File: config.mk
export PLATFORM = sky130hd
export DESIGN_NAME = dram_open_row_seq
export DESIGN_NICKNAME = d
export VERILOG_FILES = /design/src/rtl/dseq_pkg.sv /design/src/rtl/dseq_bank_track.sv /design/src/rtl/dseq_refresh_timer.sv /design/src/rtl/dseq_rd_return.sv /design/src/rtl/dram_open_row_seq.sv
export SDC_FILE = /design/constraint.sdc
export NUM_CORES = 1
export LEC_CHECK = 0
export BUFFER_PORTS_ARGS = -buffer_cell sky130_fd_sc_hd__buf_4
export CORE_UTILIZATION = 50
export CTS_BUF_LIST = sky130_fd_sc_hd__clkbuf_8
export DETAILED_ROUTE_END_ITERATION = 10
export HOLD_SLACK_MARGIN = 0.1
export PLACE_DENSITY = 0.75
export SYNTH_ARGS = -nofsm -noshare
export SYNTH_HDL_FRONTEND = slang
export SYNTH_SLANG_ARGS = --single-unit
File: constraint.sdc
create_clock -name clk -period 4.6 [get_ports clk]
set_clock_uncertainty 0.2 [all_clocks]
set_input_delay 0.23 -clock clk [delete_from_list [all_inputs] [get_ports clk]]
set_output_delay 0.23 -clock clk [all_outputs]
set_load 0.02 [all_outputs]
File: src/rtl/dseq_pkg.sv
package dseq_pkg;

    typedef enum logic [2:0] {
        CMD_NOP  = 3'd0,
        CMD_ACT  = 3'd1,
        CMD_RD   = 3'd2,
        CMD_WR   = 3'd3,
        CMD_PRE  = 3'd4,
        CMD_PREA = 3'd5,
        CMD_REF  = 3'd6
    } cmd_e;

    typedef enum logic [2:0] {
        ST_IDLE     = 3'd0,
        ST_SERVE    = 3'd1,
        ST_REF_PRE  = 3'd2,
        ST_REF_RP   = 3'd3,
        ST_REF_WAIT = 3'd4
    } seq_st_e;

endpackage

File: src/rtl/dseq_bank_track.sv
module dseq_bank_track
    import dseq_pkg::*;
#(
    parameter int NBANK  = 4,
    parameter int BANK_W = 2,
    parameter int ROW_W  = 12,
    parameter int T_RCD  = 3,
    parameter int T_RP   = 3,
    parameter int T_RAS  = 6
) (
    input  logic                           clk,
    input  logic                           rst_n,
    input  cmd_e                           issue_op,
    input  logic [BANK_W-1:0]              issue_bank,
    input  logic [ROW_W-1:0]               issue_row,
    output logic [NBANK-1:0]               open_o,
    output logic [NBANK-1:0][ROW_W-1:0]    row_o,
    output logic [NBANK-1:0]               rcd_ok_o,
    output logic [NBANK-1:0]               rp_ok_o,
    output logic [NBANK-1:0]               ras_ok_o
);

    localparam int TMAX0 = (T_RCD > T_RP) ? T_RCD : T_RP;
    localparam int TMAX  = (TMAX0 > T_RAS) ? TMAX0 : T_RAS;
    localparam int TW    = $clog2(TMAX + 1);

    typedef struct packed {
        logic             open;
        logic [ROW_W-1:0] row;
        logic [TW-1:0]    rcd;
        logic [TW-1:0]    rp;
        logic [TW-1:0]    ras;
    } bank_s;

    for (genvar g = 0; g < NBANK; g++) begin : g_bank
        bank_s b_d, b_q;
        logic  sel;

        assign sel = (issue_bank == BANK_W'(g));

        always_comb begin
            b_d = b_q;
            if (b_q.rcd != '0) b_d.rcd = b_q.rcd - 1'b1;
            if (b_q.rp  != '0) b_d.rp  = b_q.rp  - 1'b1;
            if (b_q.ras != '0) b_d.ras = b_q.ras - 1'b1;
            if (issue_op == CMD_ACT && sel) begin
                b_d.open = 1'b1;
                b_d.row  = issue_row;
                b_d.rcd  = TW'(T_RCD - 1);
                b_d.ras  = TW'(T_RAS - 1);
            end
            if ((issue_op == CMD_PRE && sel) || issue_op == CMD_PREA) begin
                b_d.open = 1'b0;
                b_d.rp   = TW'(T_RP - 1);
            end
        end

        always_ff @(posedge clk) begin
            if (!rst_n) b_q <= '0;
            else        b_q <= b_d;
        end

        assign open_o[g]   = b_q.open;
        assign row_o[g]    = b_q.row;
        assign rcd_ok_o[g] = (b_q.rcd == '0);
        assign rp_ok_o[g]  = (b_q.rp == '0);
        assign ras_ok_o[g] = (b_q.ras == '0);

        AST_ACT_ONLY_CLOSED: assert property (@(posedge clk) disable iff (!rst_n) (issue_op == CMD_ACT && sel) |-> !b_q.open) else $error("activate to open bank");
        AST_COL_AFTER_RCD: assert property (@(posedge clk) disable iff (!rst_n) ((issue_op == CMD_RD || issue_op == CMD_WR) && sel) |-> (b_q.open && b_q.rcd == '0)) else $error("column too early");
        AST_PRE_AFTER_RAS: assert property (@(posedge clk) disable iff (!rst_n) (issue_op == CMD_PRE && sel) |-> (b_q.open && b_q.ras == '0)) else $error("precharge too early");
        AST_ACT_AFTER_RP: assert property (@(posedge clk) disable iff (!rst_n) (issue_op == CMD_ACT && sel) |-> (b_q.rp == '0)) else $error("activate too early");
    end

endmodule

File: src/rtl/dseq_refresh_timer.sv
module dseq_refresh_timer #(
    parameter int INTERVAL = 300
) (
    input  logic clk,
    input  logic rst_n,
    input  logic ref_issue,
    output logic pending_o
);

    localparam int CW = $clog2(INTERVAL);

    typedef struct packed {
        logic [CW-1:0] cnt;
        logic          pend;
    } tmr_s;

    tmr_s t_d, t_q;

    always_comb begin
        t_d = t_q;
        if (ref_issue) t_d.pend = 1'b0;
        if (t_q.cnt == CW'(INTERVAL - 1)) begin
            t_d.cnt  = '0;
            t_d.pend = 1'b1;
        end else begin
            t_d.cnt = t_q.cnt + 1'b1;
        end
    end

    always_ff @(posedge clk) begin
        if (!rst_n) t_q <= '0;
        else        t_q <= t_d;
    end

    assign pending_o = t_q.pend;

    AST_REF_ONLY_WHEN_DUE: assert property (@(posedge clk) disable iff (!rst_n) ref_issue |-> t_q.pend) else $error("refresh without request");

endmodule

File: src/rtl/dseq_rd_return.sv
module dseq_rd_return #(
    parameter int CAS_LAT = 3,
    parameter int DATA_W  = 16
) (
    input  logic              clk,
    input  logic              rst_n,
    input  logic              rd_seen,
    input  logic [DATA_W-1:0] dram_rdata,
    output logic              rsp_valid_o,
    output logic [DATA_W-1:0] rsp_rdata_o
);

    typedef struct packed {
        logic [CAS_LAT-1:0] sr;
        logic               valid;
        logic [DATA_W-1:0]  data;
    } ret_s;

    ret_s r_d, r_q;

    always_comb begin
        r_d       = r_q;
        r_d.sr[0] = rd_seen;
        for (int i = 1; i < CAS_LAT; i++) r_d.sr[i] = r_q.sr[i-1];
        r_d.valid = r_q.sr[CAS_LAT-1];
        if (r_q.sr[CAS_LAT-1]) r_d.data = dram_rdata;
    end

    always_ff @(posedge clk) begin
        if (!rst_n) r_q <= '0;
        else        r_q <= r_d;
    end

    assign rsp_valid_o = r_q.valid;
    assign rsp_rdata_o = r_q.data;

endmodule

File: src/rtl/dram_open_row_seq.sv
module dram_open_row_seq
    import dseq_pkg::*;
#(
    parameter int ROW_W        = 12,
    parameter int BANK_W       = 2,
    parameter int COL_W        = 9,
    parameter int DATA_W       = 16,
    parameter int T_RCD        = 3,
    parameter int T_RP         = 3,
    parameter int T_RAS        = 6,
    parameter int T_RFC        = 10,
    parameter int REF_INTERVAL = 300,
    parameter int CAS_LAT      = 3
) (
    input  logic                          clk,
    input  logic                          rst_n,
    input  logic                          req_valid,
    output logic                          req_ready,
    input  logic                          req_we,
    input  logic [ROW_W+BANK_W+COL_W-1:0] req_addr,
    input  logic [DATA_W-1:0]             req_wdata,
    output logic                          rsp_valid,
    output logic [DATA_W-1:0]             rsp_rdata,
    output logic [2:0]                    cmd_op,
    output logic [BANK_W-1:0]             cmd_bank,
    output logic [ROW_W-1:0]              cmd_row,
    output logic [COL_W-1:0]              cmd_col,
    output logic [DATA_W-1:0]             cmd_wdata,
    input  logic [DATA_W-1:0]             dram_rdata
);

    localparam int NBANK = 1 << BANK_W;
    localparam int FW    = $clog2(T_RFC + 1);

    typedef struct packed {
        seq_st_e           st;
        logic              we;
        logic [ROW_W-1:0]  row;
        logic [BANK_W-1:0] bank;
        logic [COL_W-1:0]  col;
        logic [DATA_W-1:0] wdata;
        logic [FW-1:0]     rfc;
        cmd_e              op;
        logic [BANK_W-1:0] obank;
        logic [ROW_W-1:0]  orow;
        logic [COL_W-1:0]  ocol;
        logic [DATA_W-1:0] owdata;
    } seq_s;

    seq_s s_d, s_q;

    logic [NBANK-1:0]            bank_open;
    logic [NBANK-1:0][ROW_W-1:0] open_row;
    logic [NBANK-1:0]            rcd_ok, rp_ok, ras_ok;
    logic                        ref_pending;

    assign req_ready = (s_q.st == ST_IDLE) && !ref_pending;

    always_comb begin
        s_d        = s_q;
        s_d.op     = CMD_NOP;
        s_d.obank  = '0;
        s_d.orow   = '0;
        s_d.ocol   = '0;
        s_d.owdata = '0;
        case (s_q.st)
            ST_IDLE: begin
                if (ref_pending) begin
                    s_d.st = ST_REF_PRE;
                end else if (req_valid) begin
                    s_d.st    = ST_SERVE;
                    s_d.we    = req_we;
                    s_d.col   = req_addr[COL_W-1:0];
                    s_d.bank  = req_addr[COL_W +: BANK_W];
                    s_d.row   = req_addr[COL_W+BANK_W +: ROW_W];
                    s_d.wdata = req_wdata;
                end
            end
            ST_SERVE: begin
                if (bank_open[s_q.bank] && open_row[s_q.bank] == s_q.row) begin
                    if (rcd_ok[s_q.bank]) begin
                        s_d.op     = s_q.we ? CMD_WR : CMD_RD;
                        s_d.obank  = s_q.bank;
                        s_d.ocol   = s_q.col;
                        s_d.owdata = s_q.we ? s_q.wdata : '0;
                        s_d.st     = ST_IDLE;
                    end
                end else if (bank_open[s_q.bank]) begin
                    if (ras_ok[s_q.bank]) begin
                        s_d.op    = CMD_PRE;
                        s_d.obank = s_q.bank;
                    end
                end else if (rp_ok[s_q.bank]) begin
                    s_d.op    = CMD_ACT;
                    s_d.obank = s_q.bank;
                    s_d.orow  = s_q.row;
                end
            end
            ST_REF_PRE: begin
                if (|bank_open) begin
                    if (&(ras_ok | ~bank_open)) begin
                        s_d.op = CMD_PREA;
                        s_d.st = ST_REF_RP;
                    end
                end else begin
                    s_d.st = ST_REF_RP;
                end
            end
            ST_REF_RP: begin
                if (&rp_ok) begin
                    s_d.op  = CMD_REF;
                    s_d.rfc = FW'(T_RFC - 1);
                    s_d.st  = ST_REF_WAIT;
                end
            end
            ST_REF_WAIT: begin
                if (s_q.rfc == '0) s_d.st  = ST_IDLE;
                else               s_d.rfc = s_q.rfc - 1'b1;
            end
            default: s_d.st = ST_IDLE;
        endcase
    end

    always_ff @(posedge clk) begin
        if (!rst_n) s_q <= '0;
        else        s_q <= s_d;
    end

    dseq_bank_track #(
        .NBANK (NBANK),
        .BANK_W(BANK_W),
        .ROW_W (ROW_W),
        .T_RCD (T_RCD),
        .T_RP  (T_RP),
        .T_RAS (T_RAS)
    ) u_banks (
        .clk       (clk),
        .rst_n     (rst_n),
        .issue_op  (s_d.op),
        .issue_bank(s_d.obank),
        .issue_row (s_d.orow),
        .open_o    (bank_open),
        .row_o     (open_row),
        .rcd_ok_o  (rcd_ok),
        .rp_ok_o   (rp_ok),
        .ras_ok_o  (ras_ok)
    );

    dseq_refresh_timer #(
        .INTERVAL(REF_INTERVAL)
    ) u_refresh (
        .clk      (clk),
        .rst_n    (rst_n),
        .ref_issue(s_d.op == CMD_REF),
        .pending_o(ref_pending)
    );

    dseq_rd_return #(
        .CAS_LAT(CAS_LAT),
        .DATA_W (DATA_W)
    ) u_rdret (
        .clk        (clk),
        .rst_n      (rst_n),
        .rd_seen    (s_q.op == CMD_RD),
        .dram_rdata (dram_rdata),
        .rsp_valid_o(rsp_valid),
        .rsp_rdata_o(rsp_rdata)
    );

    assign cmd_op    = s_q.op;
    assign cmd_bank  = s_q.obank;
    assign cmd_row   = s_q.orow;
    assign cmd_col   = s_q.ocol;
    assign cmd_wdata = s_q.owdata;

    AST_SINGLE_REQUEST: assert property (@(posedge clk) disable iff (!rst_n) (req_valid && req_ready) |=> !req_ready) else $error("second request taken");
    AST_REF_BANKS_CLOSED: assert property (@(posedge clk) disable iff (!rst_n) (s_d.op == CMD_REF) |-> (bank_open == '0)) else $error("refresh with open bank");
    AST_REF_QUIET_AFTER: assert property (@(posedge clk) disable iff (!rst_n) (s_q.op == CMD_REF) |=> (s_q.op == CMD_NOP)) else $error("command right after refresh");

endmodule

After elaboration in Yosys (flattened, before gate mapping)
Index checks and enable logic that the tools add are counted.
{"block": "totals", "wordCells": 225, "regBits": 207, "in_bits": 59}
{"block": "classes", "n_reduce_logical": 73, "n_addsub": 14, "eq_ne": 21, "n_bitwise": 4, "order_cmp": 1, "muxes": 63}
{"cell": "$mux 3", "n": 17}
{"cell": "$mux 25", "n": 2}
{"cell": "$mux 43", "n": 1}
{"cell": "$logic_not 3->1", "n": 13}
{"cell": "$mux 39", "n": 1}
{"cell": "$mux 12", "n": 3}
{"cell": "$reduce_bool 3->1", "n": 12}
{"cell": "$sub 3x1->3 const B", "n": 12}
{"cell": "$mux 2", "n": 16}
{"cell": "$reduce_bool 2->1", "n": 14}
{"cell": "$bmux 12 s2", "n": 1}
{"cell": "$reduce_or 2->1", "n": 9}
{"cell": "$mux 16", "n": 1}
{"cell": "$mux 15", "n": 1}
{"cell": "$mux 5", "n": 3}
{"cell": "$pmux 3 s5", "n": 1}
{"cell": "$eq 12x12->1", "n": 1}
{"cell": "$eq 3x3->1 const B", "n": 4}
{"cell": "$reduce_and 4->1", "n": 3}
{"cell": "$logic_and 1x1->1", "n": 10}
{"cell": "$ne 2x2->1 const B", "n": 5}
{"cell": "$add 9x1->9 const B", "n": 1}
{"cell": "$eq 3x2->1 const B", "n": 3}
{"cell": "$eq 9x9->1 const B", "n": 1}
{"cell": "other kinds (24)", "n": 41}

Logic depth before layout (Yosys ltp)
Gate-level depths: netlist of the first run.
{"block": "depth", "depth_word": 11, "depth_mapped": 12}

Cells and area by module
A second synthesis of the first run with hierarchy kept.
{"block": "unflattened", "hier_cells": 1046, "hier_area_um2": 9581.7}
{"module": "dram_open_row_seq", "area_per_inst_um2": 4270.3, "instances": 1, "cells_per_inst": 498, "seq_area_each_um2": 1781.7}
{"module": "dseq_bank_track", "area_per_inst_um2": 4137.7, "instances": 1, "cells_per_inst": 438, "seq_area_each_um2": 1761.7}
{"module": "dseq_rd_return", "area_per_inst_um2": 725.7, "instances": 1, "cells_per_inst": 60, "seq_area_each_um2": 400.4}
{"module": "dseq_refresh_timer", "area_per_inst_um2": 447.9, "instances": 1, "cells_per_inst": 50, "seq_area_each_um2": 200.2}

Least setup slack after synthesis of the first run
Ideal clock, no wire load.
{"block": "synth_path", "path_kind": "flip-flop to flip-flop", "startpoint": "register s_q[71] (netlist name)", "endpoint": "register u_banks.g_bank[3].b_q, in the netlist u_banks.row_o[44]", "arrival_ns": 2.732, "t_required_ns": 4.328, "stages_incl_launch_ff": 12, "period_less_slack_ns": 3.004, "path_slack_ns": 1.596, "setup_ns": 0.072, "cell_sequence": "dfxtp_1 clkbuf_1 buf_2 mux4_2 xnor2_1 nand4_1 a2111oi_4 mux2_4 nor3_2 buf_6 buf_6 mux2i_1"}
{"block": "synth_via", "elab_chain_cells": 8, "word_cells_on_any_way": 24, "classes_between": "eq/ne: 3; mux: 19; reduce/logical: 2"}
{"item": "start, declared", "line": "dram_open_row_seq.sv:50", "rtl": "seq_s s_d, s_q;"}
{"item": "start signal, assigned", "line": "dram_open_row_seq.sv:125", "rtl": "if (!rst_n) s_q <= '0;"}
{"item": "start signal, assigned", "line": "dram_open_row_seq.sv:126", "rtl": "else s_q <= s_d;"}
{"item": "$bmux 12 s2 (tied with other cells)", "line": "dram_open_row_seq.sv:80", "rtl": "if (bank_open[s_q.bank] && open_row[s_q.bank] == s_q.row) begin"}
{"item": "$mux 12 (not written as such) (tied with other cells)", "line": "dram_open_row_seq.sv:80"}
{"item": "$eq 12x12->1 (tied with other cells)", "line": "dram_open_row_seq.sv:80"}
{"item": "$logic_and 1x1->1 or $mux 5 (tied branches)", "line": "dram_open_row_seq.sv:80, dram_open_row_seq.sv:88"}
{"item": "$mux 5", "line": "dram_open_row_seq.sv:80"}
{"item": "$pmux 3 s3 or $mux 39 (tied branches)", "line": "dram_open_row_seq.sv:66", "rtl": "case (s_q.st)"}
{"item": "$eq 3x1->1 or $eq 2x2->1 (tied branches)", "line": "dseq_bank_track.sv:46, dseq_bank_track.sv:39"}
{"item": "$logic_and 1x1->1", "line": "dseq_bank_track.sv:46", "rtl": "if (issue_op == CMD_ACT && sel) begin"}
{"item": "end signal, assigned", "line": "dseq_bank_track.sv:59", "rtl": "if (!rst_n) b_q <= '0;"}
{"item": "end signal, assigned", "line": "dseq_bank_track.sv:60", "rtl": "else b_q <= b_d;"}
{"item": "end, declared", "line": "dseq_bank_track.sv:36", "rtl": "bank_s b_d, b_q;"}
Several ways; a longest one is shown, not always the timed one. The select of a mux whose other input is x is not followed.
A chain may end at the register's enable or synchronous reset.

Final worst setup path of the first run
{"block": "layout_path", "startpoint": "register s_q[72] (netlist name)", "endpoint": "register u_banks.g_bank[1].b_q, in the netlist u_banks.row_o[20]"}
{"block": "layout_via", "elab_chain_cells": 8, "word_cells_on_any_way": 24, "classes_between": "eq/ne: 3; mux: 19; reduce/logical: 2"}
{"item": "$bmux 12 s2 (tied with other cells)", "line": "dram_open_row_seq.sv:80"}
{"item": "$mux 12 (not written as such) (tied with other cells)", "line": "dram_open_row_seq.sv:80"}
{"item": "$eq 12x12->1 (tied with other cells)", "line": "dram_open_row_seq.sv:80"}
{"item": "$logic_and 1x1->1 or $mux 5 (tied branches)", "line": "dram_open_row_seq.sv:80, dram_open_row_seq.sv:88"}
{"item": "$mux 5", "line": "dram_open_row_seq.sv:80"}
{"item": "$pmux 3 s3 or $mux 39 (tied branches)", "line": "dram_open_row_seq.sv:66"}
{"item": "$eq 3x1->1 or $eq 2x1->1 (tied branches)", "line": "dseq_bank_track.sv:46, dseq_bank_track.sv:39"}
{"item": "$logic_and 1x1->1", "line": "dseq_bank_track.sv:46"}
{"item": "end signal, assigned", "line": "dseq_bank_track.sv:59"}
{"item": "end signal, assigned", "line": "dseq_bank_track.sv:60"}
{"item": "end, declared", "line": "dseq_bank_track.sv:36"}
Several ways; a longest one is shown, not always the timed one. The select of a mux whose other input is x is not followed.

==> metrics.txt, run 1 <==
status=finished clean; 1st-iter DRT viols=267; CTS tree=built; syn_nets=963; final slew viol count=0; adder-cell area share of the yosys netlist=1.50%; syn avg cell area=9.35 um2; DRC errors left=0; critical path class=flop to flop; Ys Warns=0; post-synthesis mux area share=10.5%; CP startpoint kind=flop; CP arrival=3.98 ns; nets=1,097; Synth cell types=61; PortBufs=118; CTS Buf Count=34; CTS H-tree lvls=2; Synth top area share=49.6%; NetSw=1020 uW; Critical Path RT=4.77 ns; Total GRT Usage=21.4%; post-CTS sizing=0; initial antenna violation count=0; drt pass-1 iters=4; die height=131 um; GP Congestion=0.864; top cells by area, synth=dfxtp_1 (50%), mux2i_1 (7.2%), nand2_1 (6.2%); Die Area=17,200 um2; Core Region=16,100 um2; Hold Path Class=flop to flop; endpoints failing hold=0; fmax=263 MHz; Net Sw Frac=25.5%; Root Driver=clkbuf_8; I/O pin count=119; CTS sink cnt=207; CTS clk-pin slew, worst paths=0.06 ns; number of synthesized register bits=207; Slew Limit Headroom=32.3%; drt wl/cell=14.5 um; # fillers=1,318; via count=6,438; n_diodes=0; P per Cell Area=386 nW/um2; pin count of the biggest net entering global routing=54; Starting Density=51.9%; ANT nets after route=0; Synth-to-Final Area Change=23.3%; most area-hungry cell type in the Yosys netlist=dfxtp_1; pre-CTS WS=0.775 ns; layout cell share with drive strength beyond 1=18.9%; Reg power frac=48.4%; Cell Int Power=2960 uW; sequential share of the synthesized area=49.6%; cell count after placement=1,150; xor and xnor area share after synthesis=2.62%; vias in the first global route=6,338; setup TNS=0 ns; post-layout minimum cycle time=3.81 ns; Cell Count, Final, Fillers Out=1,263; simple-gate share of the synthesized area=18.9%; Avg Vias per Cell=5.10; complex-gate fraction of the synthesized area=9.23%; placed cell area=9080 um2; Clk pwr share=37.8%; final wirelength=18.3 mm; slack of the critical path=0.791 ns; Final HPWL DP=11.5 mm; worst-margin pin slew=1.01 ns; Rows=46; Mapped Area=8360 um2; grt ovf=0; Mapped Cells=894; dominant synthesized flop cell=dfxtp_1; Max Buffers Root-to-Sink=3; RSZ-0062 raised after global routing=false; crit path capture type=flop; largest family of logic cells by synthesized area=simple AND/OR/NAND/NOR gates; Setup-failing EPs final=0; period utilization=82.8%; Post-Layout Inst Area=10,300 um2; Skew-Pair Late Insertion Delay=0.50 ns; Peak VDD IR=0.237 mV; static leakage=0.00427 uW; EDFF count, synth=0; Post CTS Setup Buffer Count=0; combinational power share=13.8%; Async SR Flop Fraction=0%; first-pass GRT wire length=30.4 mm; die width=131 um; largest fanout on the critical path=29; max-capacitance violation count=0
## final timing paths
check | start | end | slack (ns) | cells past startpoint
worst max-delay path | s_q[72] | u_banks.row_o[20] | 0.79 | 9
worst min-delay path | u_rdret.r_d[19] | u_rdret.r_d[16] | 0.23 | 1
worst max register to register | s_q[72] | u_banks.row_o[20] | 0.79 | 9
worst min register to register | u_rdret.r_d[19] | u_rdret.r_d[16] | 0.23 | 1
## sequential cells by signal (all words and copies together) (netlist names)
signal,cells
cmd_op,3
s_q,47
cmd_col,9
cmd_wdata,16
u_refresh.pending_o,1
u_rdret.rsp_valid_o,1
u_banks.open_o,4
u_rdret.rsp_rdata_o,16
u_rdret.r_d,3
u_banks.row_o,48
u_banks.g_bank.b_q,36
cmd_bank,2
u_refresh.t_q,9
cmd_row,12
## cells in the final DEF, fill, tap and decap left out, types with 3 or more instances in the layout
master and count:
dfxtp_1 207, nand2_1 138, buf_4 127, nor2_1 74, a21oi_1 61, mux2i_1 60
dlygate4sd3_1 58, clkbuf_8 43, inv_1 37, and2_1 33, xnor2_1 22, o21ai_0 22
nand3_1 21, nor3_1 15, mux4_2 11, nor3b_1 10, ha_1 10, o21a_1 7
nor2b_1 6, nand2b_1 6, a31oi_1 5, or3_1 5, a211oi_1 5, nand4_1 4
and3_1 3, nor4b_1 3, nor4_1 3, nand3b_1 3, a21boi_0 3, xor2_1 3
o211ai_1 3, clkinv_2 3
## through the flow
| step | hold slack [ns] | utilization, % | power [uW] |
|---|---|---|---|
| 3_5_place_dp | 0.220 | 56.4 | 2470 |
| 2_1_floorplan | 0.166 | - | 2340 |
| 6_report | 0.233 | 64.0 | 3980 |
| 3_3_place_gp | 0.220 | 56.4 | 2460 |
| 4_1_cts | 0.233 | 64.0 | 4020 |
| 5_1_grt | 0.264 | 64.0 | 4190 |
## what timing repair did
item / in CTS / in global routing
hold buffers: 58 / 0
hold endpoints to repair: 95 / 0
setup endpoints to repair: 0 / 0
## power groups by stage
stage	Sequential [uW]	Clock [uW]	Combinational (uW)
2_1_floorplan	1950	0	389
3_3_place_gp	1960	0	498
3_5_place_dp	1960	0	507
4_1_cts	1920	1550	550
5_1_grt	1930	1630	619
6_report	1920	1500	549
## Yosys cell counts (6+ instances only)
| library cell | instances |
|---|---|
| dfxtp_1 | 207 |
| nand2_1 | 138 |
| nor2_1 | 74 |
| a21oi_1 | 61 |
| mux2i_1 | 60 |
| buf_4 | 44 |
| clkbuf_1 | 33 |
| and2_1 | 32 |
| inv_1 | 29 |
| o21ai_0 | 22 |
| xnor2_1 | 22 |
| nand3_1 | 21 |
| nor3_1 | 15 |
| mux4_2 | 11 |
| ha_1 | 10 |
| nor3b_1 | 10 |
| o21a_1 | 7 |
| nand2b_1 | 6 |
| nor2b_1 | 6 |
## cell families after synthesis
family	after synthesis
fa+ha+maj	10
simple gates	336
compound gates	125
xor+xnor	25
flops	207
buf+inv	118
mux	73
## layout make-up
class                   count  area [um2]  share of cell area [%]
inverters                  30         113                    1.09
flip-flops and latches    207        4140                    40.2
repair buffers            186        1550                    15.1
well taps                 216         270                    2.62
clock buffers              43         592                    5.74
clock inverters            12        52.6                   0.510
multi-input cells         569        3580                    34.7
## routing by layer
layer	vias to the layer above	GRT usage (%)	routed length (um)
met5	-	0	0
met1	3028	27.2	8540
met4	0	7.43	333
met3	26	4.01	761
met2	151	36.3	8710
li1	3233	-	-
## worst max-delay path, cell delays in order, from the launching register on
cell and delay, ns:
dfxtp_1 0.67, buf_4 0.42, nor2b_1 0.10, or3_1 0.31, a211o_1 0.29, a2111oi_4 0.55
mux2i_1 0.34, nand3b_1 0.33, buf_4 0.33, mux2i_1 0.13
Note: power is estimated with default switching activity, not from simulation.
==> inputs of run 2 (changes only) <==
- PLACE_DENSITY: 0.75 -> 0.78
- clock period: 4.6 -> 3.3 ns (I/O delays scaled with it)
==> metrics.txt, run 2 (synthesis results as in run 1) <==
Max Buffers Root-to-Sink=3; setup TNS=0 ns; critical path class=flop to flop; Starting Density=51.9%; CTS sink cnt=207; die height=131 um; slowest stage delay, CP=0.50 ns; Largest register FFs=48; pre-CTS WS=-0.173 ns; pin count of the biggest net entering global routing=67; DRC errors left=0; I/O pin count=119; Setup-failing EPs final=0; CP startpoint kind=flop; drt wl/cell=15.3 um; largest fanout on the critical path=9; RSZ-0062 raised after global routing=false; Skew-Pair Late Insertion Delay=0.52 ns; commonest non-fill, non-tap cell in the layout=dfxtp_1; P per Cell Area=537 nW/um2; CTS clk-pin slew, worst paths=0.06 ns; slack of the critical path=0.127 ns; Core Region=16,100 um2; period utilization=96.1%; worst-margin pin slew=1.02 ns; ANT nets after route=0; PortBufs=118; fmax=315 MHz; crit-path most repeated cell=buf_4; most frequent cells in the layout=dfxtp_1 (206), buf_4 (148), nand2_1 (138); Hold Path Class=flop to flop; GP Congestion=0.872; Critical Path RT=3.53 ns; crit path capture type=flop; Avg Vias per Cell=5.20; post-layout minimum cycle time=3.17 ns; CTS H-tree lvls=2; placed cell area=9240 um2; critical path cell sequence=buf_4 -> mux4_2 -> xnor2_1 -> nand3_1 -> a2111oi_4 -> mux2_4 -> nor3_2 -> buf_4 -> mux2i_1; CTS Buf Count=35; CTS tree=built; critical path's slowest cell=mux4_2; CP arrival=3.41 ns; first-pass GRT wire length=33.3 mm; Die Area=17,200 um2; max-capacitance violation count=0; Total GRT Usage=23.8%; via count=6,936; final wirelength=20.4 mm; total power=5910 uW; initial antenna violation count=0; die width=131 um; Rows=46; Slew Limit Headroom=31.9%; endpoints failing hold=0; grt ovf=0; Root Driver=clkbuf_8; status=finished clean; layout cell share with drive strength beyond 1=20.7%; static leakage=0.00469 uW; n_diodes=0; Post-Layout Inst Area=11,000 um2; vias in the first global route=6,923; nets=1,162; Hold Slack=0.224 ns; Peak VDD IR=0.366 mV; 1st-iter DRT viols=324; final slew viol count=0; drt pass-1 iters=5; Final HPWL DP=12.1 mm; Synth-to-Final Area Change=31.6%
run 2: cell count changes in the layout (fill, tap and decap cells not counted), moves of 2 or more:
| cell | before | now |
|---|---|---|
| clkbuf_8 | 43 | 46 |
| clkinv_2 | 3 | 6 |
| inv_1 | 37 | 35 |
| dlygate4sd3_1 | 58 | 98 |
| buf_12 | 1 | 3 |
| buf_4 | 127 | 148 |
run 2: power by group:
group	total, uW	internal (uW)	switching (uW)	leakage, uW
logic	868	422	446	0.00260
registers	2680	2610	72.3	0.00168
clock network	2350	1330	1020	0.000405
run 2: routing by layer:
metal  vias up  share of wire [%]  global-route usage, %
met1      3297                 41                   27.6
met5         -                  0                      0
met2       231                 50                   42.4
met3        44                5.7                   4.86
met4         0                2.5                   9.82
li1       3364                  -                      -
run 2: layout make-up:
type	count	area [um2]
clock buffer	46	633
clock inverter	15	98.8
fill	1224	5110
inverter	30	113
multi-input combinational	569	3570
sequential	207	4150
tap	216	270
timing repair buffer	250	2170
run 2: critical path, delay by kind of cell (launching register included):
family,cells,cell delay (ns)
and+or+nand+nor,2,0.36
buffers and inverters,2,0.40
muxes,3,1.08
DFF,1,0.40
AOI/OAI and AO/OA,1,0.40
xor gates and xnor gates,1,0.26
run 2: repair_timing:
item / CTS / global route
resized for setup: 2 / 2
endpoints found under the setup margin: 52 / 25
buffers inserted: 0 / 4
endpoints found under the hold margin: 67 / 0
pin swaps: 0 / 1
hold buffers: 98 / 0
run 2: stage by stage:
stage / instances / utilization, %
2_1_floorplan: 894 / -
3_3_place_gp: 1170 / 57.3
3_5_place_dp: 1170 / 57.3
4_1_cts: 1329 / 68.0
5_1_grt: 1333 / 68.3
6_report: 1333 / 68.3
run 2: path summary, 6_finish.rpt:
kind | cells after the start | endpoint | from | slack [ns]
max | 9 | u_banks.row_o[40] | s_q[72] | 0.13
min | 1 | u_rdret.r_d[18] | cmd_op[0] | 0.22
min reg2reg | 1 | u_rdret.r_d[18] | cmd_op[0] | 0.22
max reg2reg | 9 | u_banks.row_o[40] | s_q[72] | 0.13
==> inputs of run 3 (changes only) <==
- CAP_MARGIN: default -> 25
- MAX_ROUTING_LAYER: default -> met4
==> metrics.txt, run 3 (synthesis results as in run 1) <==
Final HPWL DP=12.1 mm; Reg power frac=45.4%; Rows=46; delay-heaviest family, CP=multiplexers; critical path class=flop to flop; period utilization=96.1%; hold wc startpoint=cmd_op[0]; ANT nets after route=0; grt ovf=0; crit path capture type=flop; Clk pwr share=39.9%; drt pass-1 iters=5; Skew-Pair Late Insertion Delay=0.52 ns; Avg Vias per Cell=5.21; P per Cell Area=537 nW/um2; crit path buf inv count=2; CTS tree=built; fmax=315 MHz; status=finished clean; Die Area=17,200 um2; Hold Path Cell Cnt=1; Critical Path RT=3.53 ns; largest fanout on the critical path=9; final wirelength=20.3 mm; I/O pin count=119; drt wl/cell=15.3 um; Root Driver=clkbuf_8; # fillers=1,224; CTS Buf Count=35; DRC errors left=0; commonest non-fill, non-tap cell in the layout=dfxtp_1; Total GRT Usage=24.5%; max-capacitance violation count=0; RSZ-0062 raised after global routing=false; vias in the first global route=6,913; slack of the critical path=0.129 ns; Slew Limit Headroom=31.9%; Hold Path Class=flop to flop; static leakage=0.00469 uW; CTS sink cnt=207; reg2reg path depth=9; pin count of the biggest net entering global routing=67; PortBufs=118; Hold Path Sink=u_rdret.r_d[18]; via count=6,942; NetSw=1540 uW; setup TNS=0 ns; Net Sw Frac=26.1%; R2R Setup Slk=0.13 ns; reg2reg start=s_q[72]; slowest stage delay, CP=0.50 ns; Starting Density=51.9%; placed cell area=9240 um2; endpoints failing hold=0; Peak VDD IR=0.368 mV; Max Buffers Root-to-Sink=3; most frequent cells in the layout=dfxtp_1 (206), buf_4 (148), nand2_1 (138); die height=131 um; critical path's slowest cell=mux4_2; crit-path most repeated cell=buf_4; critical path cell sequence=buf_4 -> mux4_2 -> xnor2_1 -> nand3_1 -> a2111oi_4 -> mux2_4 -> nor3_2 -> buf_4 -> mux2i_1; combinational power share=14.7%; first-pass GRT wire length=33.3 mm; 1st-iter DRT viols=310; CTS clk-pin slew, worst paths=0.06 ns; initial antenna violation count=0; nets=1,162; CTS H-tree lvls=2; Synth-to-Final Area Change=31.6%; Core Region=16,100 um2; layout cell share with drive strength beyond 1=20.7%; die width=131 um; final slew viol count=0; worst-margin pin slew=1.02 ns; Post-Layout Inst Area=11,000 um2; Setup-failing EPs final=0; Cell Int Power=4360 uW; CP startpoint kind=flop; r2r endpoint=u_banks.row_o[40]; post-layout minimum cycle time=3.17 ns; n_diodes=0; GP Congestion=0.887; CP arrival=3.40 ns; Largest register FFs=48; pre-CTS WS=-0.173 ns
[run 3: what timing repair did]
action | in CTS | in global routing
hold endpoints to repair | 67 | 0
pin swaps | 0 | 1
setup buffers | 0 | 4
hold buffers | 98 | 0
gates resized for setup | 2 | 2
endpoints found under the setup margin | 52 | 25
cloned | 0 | 0
[run 3: worst max-delay path by stage]
stage | startpoint | end | cells after the start
6_report | s_q[72] | u_banks.row_o[40] | 9
3_3_place_gp | s_q[72] | u_banks.row_o[44] | 9
4_1_cts | s_q[72] | u_banks.row_o[40] | 9
5_1_grt | s_q[72] | u_banks.row_o[15] | 10
3_5_place_dp | s_q[72] | u_banks.row_o[42] | 9
2_1_floorplan | s_q[71] | u_banks.row_o[44] | 11
[run 3: cell type report]
cell class / instances / area (um2) / share of cell area [%]
Clock buffer: 46 / 633 / 5.75
Clock inverter: 15 / 98.8 / 0.898
Inverter: 30 / 113 / 1.02
Multi-Input combinational cell: 569 / 3570 / 32.5
Sequential cell: 207 / 4150 / 37.7
Tap cell: 216 / 270 / 2.46
Timing Repair Buffer: 250 / 2170 / 19.7
[run 3: per-stage QoR]
stage	utilization, %	cells	total power [uW]	hold slack [ns]
2_1_floorplan	-	894	3260	0.101
3_3_place_gp	57.3	1170	3450	0.201
3_5_place_dp	57.3	1170	3470	0.211
4_1_cts	68.0	1329	5910	0.203
5_1_grt	68.3	1333	6190	0.232
6_report	68.3	1333	5900	0.222
[run 3: layer usage]
layer	part of all wire (%)	global-route usage [%]	vias up
met1	41	27.6	3304
met3	5.6	4.86	44
met4	2.5	9.82	0
met2	51	42.4	223
li1	-	-	3371
met5	0	-	-
[run 3: power groups by stage]
stage | Sequential (uW) | Combinational, uW | Clock, uW
2_1_floorplan | 2710 | 542 | 0
3_3_place_gp | 2730 | 718 | 0
3_5_place_dp | 2730 | 737 | 0
4_1_cts | 2680 | 849 | 2380
5_1_grt | 2700 | 964 | 2530
6_report | 2680 | 868 | 2350
